[config.mk]
export PLATFORM = sky130hd
export DESIGN_NAME = seq_step_detect
export DESIGN_NICKNAME = d
export VERILOG_FILES = /design/src/rtl/ssd_pkg.sv /design/src/rtl/ssd_cond_select.sv /design/src/rtl/ssd_prescale.sv /design/src/rtl/ssd_delay_timer.sv /design/src/rtl/seq_step_detect.sv
export SDC_FILE = /design/constraint.sdc
export NUM_CORES = 1
export LEC_CHECK = 0
export ABC_AREA = 1
export CORE_AREA = 2 2 79 81
export CTS_CLUSTER_DIAMETER = 150
export DETAILED_ROUTE_END_ITERATION = 10
export DIE_AREA = 0 0 81 83
export PLACE_DENSITY = 0.78
export SKIP_LAST_GASP = 1
export SLEW_MARGIN = 20
export SYNTH_ARGS = -nofsm -noshare
export SYNTH_HDL_FRONTEND = slang
export SYNTH_HIERARCHICAL = 1
export SYNTH_SLANG_ARGS = --single-unit
[constraint.sdc]
create_clock -name clk -period 3.55 [get_ports clk]
set_clock_uncertainty 0.1 [all_clocks]
set_input_delay 0.71 -clock clk [delete_from_list [all_inputs] [get_ports clk]]
set_output_delay 0.71 -clock clk [all_outputs]
set_load 0.005 [all_outputs]
[src/rtl/ssd_pkg.sv]
package ssd_pkg;
  typedef enum logic {
    PH_IDLE  = 1'b0,
    PH_ARMED = 1'b1
  } ssd_phase_e;
endpackage

[src/rtl/ssd_cond_select.sv]
module ssd_cond_select #(
  parameter int N_IN  = 16,
  parameter int SEL_W = 4
) (
  input  logic [N_IN-1:0]  mon_in,
  input  logic [SEL_W-1:0] sel,
  input  logic             invert,
  input  logic             jump,
  output logic             cond
);
  localparam logic [SEL_W:0] N_LIM = (SEL_W+1)'(N_IN);

  logic [N_IN-1:0] hit;
  logic            picked;
  logic            in_range;

  // one-hot style AND-OR mux over the monitored vector
  for (genvar g = 0; g < N_IN; g++) begin : g_hit
    assign hit[g] = (sel == SEL_W'(g)) && mon_in[g];
  end

  assign picked   = |hit;
  assign in_range = ({1'b0, sel} < N_LIM);
  assign cond     = jump | (in_range & (picked ^ invert));

  // forced condition
  always_comb begin
    if (jump === 1'b1) a_r4_jump_forces: assert (cond === 1'b1);
  end
endmodule

[src/rtl/ssd_prescale.sv]
module ssd_prescale #(
  parameter int DIV = 1000
) (
  input  logic clk,
  input  logic rst_n,
  input  logic run,
  output logic tick
);
  localparam int CNT_W = (DIV > 1) ? $clog2(DIV) : 1;
  localparam logic [CNT_W-1:0] LAST = CNT_W'(DIV - 1);

  logic [CNT_W-1:0] cnt;

  assign tick = run && (cnt == LAST);

  always_ff @(posedge clk or negedge rst_n) begin
    if (!rst_n)      cnt <= '0;
    else if (!run)   cnt <= '0;
    else if (tick)   cnt <= '0;
    else             cnt <= cnt + 1'b1;
  end

  // the prescaler never passes its terminal count
  a_r5_prescale_range: assert property (@(posedge clk) disable iff (!rst_n)
    cnt <= LAST);
  // a stall returns the prescaler to zero
  a_r6_prescale_clear: assert property (@(posedge clk) disable iff (!rst_n)
    !run |=> cnt == '0);
endmodule

[src/rtl/ssd_delay_timer.sv]
module ssd_delay_timer #(
  parameter int DLY_W = 16
) (
  input  logic             clk,
  input  logic             rst_n,
  input  logic             load,
  input  logic             armed,
  input  logic             cond,
  input  logic             tick,
  input  logic [DLY_W-1:0] delay,
  output logic             expire
);
  logic [DLY_W-1:0] tick_cnt;
  logic             active;

  assign active = armed && cond && !load;
  assign expire = active && (tick_cnt == delay);

  always_ff @(posedge clk or negedge rst_n) begin
    if (!rst_n)                tick_cnt <= '0;
    else if (load || !active)  tick_cnt <= '0;
    else if (expire)           tick_cnt <= tick_cnt;
    else if (tick)             tick_cnt <= tick_cnt + 1'b1;
  end

  // the count never passes the programmed delay while armed
  a_r5_cnt_bounded: assert property (@(posedge clk) disable iff (!rst_n)
    (armed && !load) |-> tick_cnt <= delay);
  // a false condition restarts the count
  a_r6_restart: assert property (@(posedge clk) disable iff (!rst_n)
    (armed && !cond && !load) |=> tick_cnt == '0);
  // a load clears the count
  a_r7_load_clears_cnt: assert property (@(posedge clk) disable iff (!rst_n)
    load |=> tick_cnt == '0);
endmodule

[src/rtl/seq_step_detect.sv]
module seq_step_detect
  import ssd_pkg::*;
#(
  parameter int N_IN     = 16,
  parameter int DLY_W    = 16,
  parameter int TICK_DIV = 1000,
  localparam int SEL_W   = (N_IN > 1) ? $clog2(N_IN) : 1
) (
  input  logic             clk,
  input  logic             rst_n,
  input  logic             step_load,
  input  logic [SEL_W-1:0] cfg_sel,
  input  logic             cfg_invert,
  input  logic             cfg_jump,
  input  logic [DLY_W-1:0] cfg_delay,
  input  logic [N_IN-1:0]  mon_in,
  output logic             step_done
);
  logic [SEL_W-1:0] sel_q;
  logic             inv_q;
  logic             jump_q;
  logic [DLY_W-1:0] delay_q;
  ssd_phase_e       phase;
  logic             armed;
  logic             cond;
  logic             tick;
  logic             expire;
  logic             pre_run;

  // configuration is captured only at step entry
  always_ff @(posedge clk or negedge rst_n) begin
    if (!rst_n) begin
      sel_q   <= '0;
      inv_q   <= 1'b0;
      jump_q  <= 1'b0;
      delay_q <= '0;
    end else if (step_load) begin
      sel_q   <= cfg_sel;
      inv_q   <= cfg_invert;
      jump_q  <= cfg_jump;
      delay_q <= cfg_delay;
    end
  end

  always_ff @(posedge clk or negedge rst_n) begin
    if (!rst_n)          phase <= PH_IDLE;
    else if (step_load)  phase <= PH_ARMED;
    else if (expire)     phase <= PH_IDLE;
  end

  assign armed = (phase == PH_ARMED);

  ssd_cond_select #(.N_IN(N_IN), .SEL_W(SEL_W)) u_sel (
    .mon_in (mon_in),
    .sel    (sel_q),
    .invert (inv_q),
    .jump   (jump_q),
    .cond   (cond)
  );

  assign pre_run = armed && cond && !step_load && !expire;

  ssd_prescale #(.DIV(TICK_DIV)) u_pre (
    .clk   (clk),
    .rst_n (rst_n),
    .run   (pre_run),
    .tick  (tick)
  );

  ssd_delay_timer #(.DLY_W(DLY_W)) u_tmr (
    .clk    (clk),
    .rst_n  (rst_n),
    .load   (step_load),
    .armed  (armed),
    .cond   (cond),
    .tick   (tick),
    .delay  (delay_q),
    .expire (expire)
  );

  always_ff @(posedge clk or negedge rst_n) begin
    if (!rst_n) step_done <= 1'b0;
    else        step_done <= expire;
  end

  // single-cycle pulse
  a_r9_one_cycle: assert property (@(posedge clk) disable iff (!rst_n)
    step_done |=> !step_done);
  // no reissue until next load
  a_r9_disarmed: assert property (@(posedge clk) disable iff (!rst_n)
    (step_done && !$past(step_load)) |-> phase == PH_IDLE);
  // load arms and suppresses done
  a_r7_load_arms: assert property (@(posedge clk) disable iff (!rst_n)
    step_load |=> (phase == PH_ARMED) && !step_done);
  // zero delay fires on the next cycle
  a_r8_zero_delay: assert property (@(posedge clk) disable iff (!rst_n)
    (armed && cond && !step_load && delay_q == '0) |=> step_done);
  // nothing fires while idle
  a_r1_idle_quiet: assert property (@(posedge clk) disable iff (!rst_n)
    (phase == PH_IDLE && !step_load) |=> !step_done);
endmodule

# Word level (Yosys, flattened, before mapping)
# Index checks and enable logic that the tools add are counted.
[op_classes]
eq_ne = 18
n_reduce_logical = 30
mux = 7
n_bitwise = 2
add_sub_neg = 2
[ops]
columns = ["op", "count"]
rows = [
  ["$mux 16", 3],
  ["$eq 4x4->1 const B", 8],
  ["$logic_and 1x1->1", 21],
  ["$mux 10", 2],
  ["$add 16x1->16 const B", 1],
  ["$eq 16x16->1", 1],
  ["$eq 4x3->1 const B", 4],
  ["$reduce_or 16->1", 1],
  ["$add 10x1->10 const B", 1],
  ["$eq 10x10->1 const B", 1],
  ["$eq 4x2->1 const B", 2],
  ["$eq 4x1->1 const B", 1],
  ["$logic_not 4->1", 1],
  ["$reduce_bool 2->1", 2],
  ["$logic_not 1->1", 3],
  ["$mux 1", 2],
  ["$ne 2x1->1 const B", 1],
  ["$reduce_and 2->1", 1],
  ["$logic_or 1x1->1", 1],
  ["$or 1x1->1", 1],
  ["$xor 1x1->1", 1],
]
[word_totals]
reg_bits = 50
inputBits = 41
output_inout_bits = 1
wordCells = 67

# Logic depth before layout (Yosys ltp)
[logic_depth]
ltp_word = 14
ltp_mapped = 28
mapped_depth_nobuf = 24

# Hierarchy
# The synthesis kept the hierarchy.
[by_module_without_submodules]
columns = ["mod", "cells_each", "area_per_inst_um2", "n_inst", "seq_area_each_um2"]
rows = [
  ["ssd_delay_timer", 251, 1443.9, 1, 400.4],
  ["seq_step_detect", 100, 890.9, 1, 600.6],
  ["ssd_prescale", 61, 526.8, 1, 250.2],
  ["ssd_cond_select", 51, 259.0, 1, 0.0],
]

# Worst setup path before layout
# Ideal clock, no wire load.
[synth_timing]
path_type = "in2reg"
startpoint = "in mon_in[15]"
endpoint = "reg u_tmr.tick_cnt[0]"
path_buffers = 3
setup_time_ns = 0.117
required_ns = 3.333
cell_stages = 24
arrival_time_ns = 3.187
slack_ns = 0.146
path_cell_list = "nand3_1 nand2_2 nor2_1 nor2_1 nor2_2 nand3_1 nand3_2 nand2_1 nor2_2 clkbuf_1 nand3_1 nor3_1 inv_1 nand2_1 nor2_1 nand2_1 nor2_2 nand3_4 inv_1 or2_1 buf_1 buf_2 nand3_1 nand2_1"
[synth_between]
elab_chain_cells = 12
elab_cells_between_ends = 16
cone_classes = "1 x eq/ne; 1 x mux; 2 x bitwise; 12 x reduce/logical"
[synth_rtl]
columns = ["item", "line_no", "source"]
rows = [
  ["start: declaration", "seq_step_detect.sv:16", "input logic [N_IN-1:0] mon_in,"],
  ["$logic_and 1x1->1", "ssd_cond_select.sv:19", "assign hit[g] = (sel == SEL_W'(g)) && mon_in[g];"],
  ["$reduce_or 16->1", "ssd_cond_select.sv:22", "assign picked = |hit;"],
  ["$xor 1x1->1", "ssd_cond_select.sv:24", "assign cond = jump | (in_range & (picked ^ invert));"],
  ["$or 1x1->1", "ssd_cond_select.sv:24", ""],
  ["via cond", "seq_step_detect.sv:25", "logic cond;"],
  ["$logic_and 1x1->1 (2 in a row)", "ssd_delay_timer.sv:16", "assign active = armed && cond && !load;"],
  ["$logic_and 1x1->1", "ssd_delay_timer.sv:17", "assign expire = active && (tick_cnt == delay);"],
  ["via expire", "seq_step_detect.sv:27", "logic expire;"],
  ["$logic_not 1->1", "seq_step_detect.sv:61", "assign pre_run = armed && cond && !step_load && !expire;"],
  ["$logic_and 1x1->1", "seq_step_detect.sv:61", ""],
  ["via pre_run", "seq_step_detect.sv:28", "logic pre_run;"],
  ["$logic_and 1x1->1", "ssd_prescale.sv:14", "assign tick = run && (cnt == LAST);"],
  ["via tick", "seq_step_detect.sv:26", "logic tick;"],
  ["$reduce_bool 2->1 (no line)", "n/a", ""],
  ["$reduce_and 2->1 (no line)", "n/a", ""],
  ["end signal: assignment", "ssd_delay_timer.sv:22", "else if (expire) tick_cnt <= tick_cnt;"],
  ["end signal: assignment", "ssd_delay_timer.sv:23", "else if (tick) tick_cnt <= tick_cnt + 1'b1;"],
  ["end: declaration", "ssd_delay_timer.sv:13", "logic [DLY_W-1:0] tick_cnt;"],
]
# The timed path passes the listed nets, and every way through them passes these cells.
# A chain may end at the register's enable or synchronous reset.

# Worst setup path in the final report
[layout_timing]
startpoint = "in mon_in[15]"
endpoint = "reg u_tmr.tick_cnt[6]"
# The elaborated chain is that of the path after synthesis.

==> flow_summary.yaml <==
flow_run:
  max-cap-violations: 0
critical_path:
  path_buf_inv: 4
  worstSetupPathType: "in2reg"
  critPathArrivalTime_ns: 3.31
  r2r_start: "sel_q[1]"
  cp_max_fo: 8
  startpoint_type: "input port"
  cpMaxStageDelayCell: "clkdlybuf4s50_1"
  slowest_delay_ns: 0.46
  cp_common_cell: "nand2_1"
  worstReg2RegEnd: "u_tmr/tick_cnt[6]"
  cp_top_family: "simple AND/OR/NAND/NOR gates"
  ff2ff_setup_slack_ns: 0.46
  worstPathRequired_ns: 3.65
  reg2regPathDepth: 23
  critPathCaptureType: "flip-flop"
  crit_chain: "clkdlybuf4s50_1 > nand3_1 > nand2_2 > nor2_1 > nor2_1 > nor2_2 > nand2_1 > nand2_1 > nand3_2 > nand2_1 > nor2_2 > nand3_1 > nor3_2 > inv_1 > nand2_1 > nor2_1 > nand2_1 > nor2_2 > nand3_4 > inv_1 > or2_1 > buf_4 > nand3_1 > nand2_1"
synthesis:
  syn-cell-area_sq_um: 3120
  synth_top_family_by_area: "simple AND/OR/NAND/NOR gates"
  postSynth.asyncResetShare_pct: 100.0
  synth-seq-cells: 50
  yosys_most_used_dff: "dfrtp_1"
  synth_warnings: 6
  ys_seq_area_share_pct: 40.10
  syn_inst: 463
  synth_nets: 506
  synth_edf_count: 0
  synthSimpleGateAreaFrac_pct: 46.47
  synth_adder_area_share_pct: 0.8019
  avgSynthCellArea_sq_um: 6.740
  synth_xor_area_share_pct: 1.965
  ys_types: 34
  synth_compound_area_share_pct: 2.646
  synthMuxAreaShare_pct: 0
pwr:
  p_total_mw: 1.350
  power_density_nw_per_um2: 360.4
  ir_drop_uv: 247.1
  leakage_nw: 1.835
route:
  vias_per_cell: 5.117
  met1Wirelength_um: 3184
  detail_route.wl_per_cell_um: 12.27
  routed_wl_um: 7151
  drtAntennaViolNets: 0
  drt_pass1_iterations: 4
  drt_iter0_drc: 123
  wl_met3_um: 273
  topRoutingLayerUsed: "met4"
  wl_met2_um: 3467
  routed-via-count: 2983
  drc: 0
placement:
  dp.cells: 575
  place_ws_ns: -0.02448
  routabilityCongestion: 0.8326
  place_hpwl_um: 5305
  portBuffers: 41
clock_network:
  cts_num_sinks: 50
  clock_path_buffers: 2
  insertion_delay_ns: 0.30
  root_buffer: "clkbuf_8"
  clkTransAtPathRegs_ns: 0.09
  htreeDepth: 2
  cts_buffers: 5
  tritoncts: "yes"
sta:
  drv_slew: 0
  layout_setup_ws_ns: 0.3457
  rsz0062_at_grt: "false"
  tightestPinTransition_ns: 0.6484
  period_needed_ns: 3.204
  fmax_mhz: 312.1
  finalCritPeriodShare_pct: 90.26
  setup_viol: 0
  finalSetupTns_ns: 0
  hold_violations: 0
  max_slew_margin_pct: 56.77
  hold-worst-slack_ns: 0.3220
layout:
  multiInputGateArea_sq_um: 1624
  layout-drive-gt1-share_pct: 9.055
  final_nets: 550
  seqCellArea_sq_um: 1251
  n_antenna_cell: 0
  instances_no_fill: 583
  fillers: 538
  areaGrowthSynthToFinish_pct: 20.01
grt:
  first_global_vias: 2919
  grt_max_degree: 51
  grt-ovfl-total: 0
  grt_pass1_wl_um: 12360
  grt_antenna_before_repair: 0
  grtUsageTotal_pct: 22.69
floorplanning:
  dieWidth_um: 81
  dieArea_sq_um: 6723
  start_util_pct: 53.66
  die_h_um: 83
  core_area_sq_um: 5816
  pin_count: 42
  fp-row-count: 28
outcome:
  outcome: "completed"
hold_path:
  hp-class: "in2async"
## flip-flops by register name, summed over array words and instances, names as in the netlist
register and cells:
armed 1, sel_q 4, delay_q 16, inv_q 1
u_pre/cnt 10, u_tmr/tick_cnt 16, jump_q 1, step_done 1
## cells in the final DEF (no fill, tap or decap), types with 3 or more instances in the layout
cell               n
o21ai_0            6
clkbuf_8           5
inv_2              4
nor2_4             3
nor2_2             8
nand3_2            3
nor3b_1            4
nor3_1             4
dfrtp_1           50
nor2_1            60
nand2_1          194
clkdlybuf4s50_1   40
a21oi_1            6
xnor2_1            6
nand3_1           42
inv_1             38
buf_4              9
nand2_2            4
## worst reg2reg max path: cells and delay by family (launching register included)
family,cells,cell delay (ns)
flip-flops,1,0.66
buffers and inverters,4,0.38
AND/OR/NAND/NOR,19,1.85
## cell families after synthesis
family                   after synthesis
XOR/XNOR                               7
adder cells (fa/ha/maj)                2
AO/OA/AOI/OAI                         15
flip-flops                            50
buffers and inverters                 56
AND/OR/NAND/NOR                      333
## worst max path at each step
| stage | start | end | slack [ns] | cells after the start |
|---|---|---|---|---|
| 2_1_floorplan | mon_in[15] | u_tmr/tick_cnt[0] | 0.15 | 24 |
| 3_3_place_gp | mon_in[15] | u_tmr/tick_cnt[10] | 0.10 | 24 |
| 3_5_place_dp | mon_in[15] | u_tmr/tick_cnt[10] | -0.02 | 24 |
| 4_1_cts | mon_in[15] | u_tmr/tick_cnt[7] | 0.30 | 24 |
| 5_1_grt | mon_in[1] | u_tmr/tick_cnt[4] | 0.07 | 24 |
| 6_report | mon_in[15] | u_tmr/tick_cnt[6] | 0.35 | 24 |
## area by class of cell
cell class	instances	share of cell area, %
sequential	50	33.41
inverter	44	4.544
multi-input combinational	357	43.37
tap	75	2.506
timing repair buffer	49	12.50
clock inverter	3	1.838
clock buffer	5	1.838
## stage by stage
| stage | util (%) | instance area (sq um) |
|---|---|---|
| CTS | 64.26 | 3737 |
| detailed placement | 61.90 | 3600 |
| global placement | 61.90 | 3600 |
| global route | 64.39 | 3745 |
| finish | 64.39 | 3745 |
| floorplan | - | 3120 |
## layer usage
metal  global-route usage [%]  up-vias
li1                         -     1511
met1                    28.04     1379
met2                    39.37       68
met3                    3.696       25
met4                    7.858        0
met5                        0        -
## synth_stat cells, drive strengths merged, types with 4 or more instances
library cell	count	area [sq um]
nand2	199	764.5
nor2	71	309.0
dfrtp	50	1251
nand3	47	275.3
inv	44	170.2
buf	10	71.31
a21oi	6	30.03
o21ai	6	30.03
xnor2	6	52.55
nor3	5	25.02
nor3b	4	30.03
## report_power, final
| part | leakage (nW) | switching, mW | total, mW | internal (mW) |
|---|---|---|---|---|
| registers | 0.651 | 0.0375 | 0.637 | 0.599 |
| clock network | 0.0683 | 0.197 | 0.479 | 0.282 |
| logic | 1.12 | 0.129 | 0.234 | 0.105 |
| total | 1.84 | 0.363 | 1.35 | 0.986 |
## what timing repair did
item / CTS / global route
resized for setup: 0 / 1
setup buffers: 0 / 0
setup endpoints to repair: 0 / 1
hold buffers: 0 / 0
(Power assumes the default switching activity.)
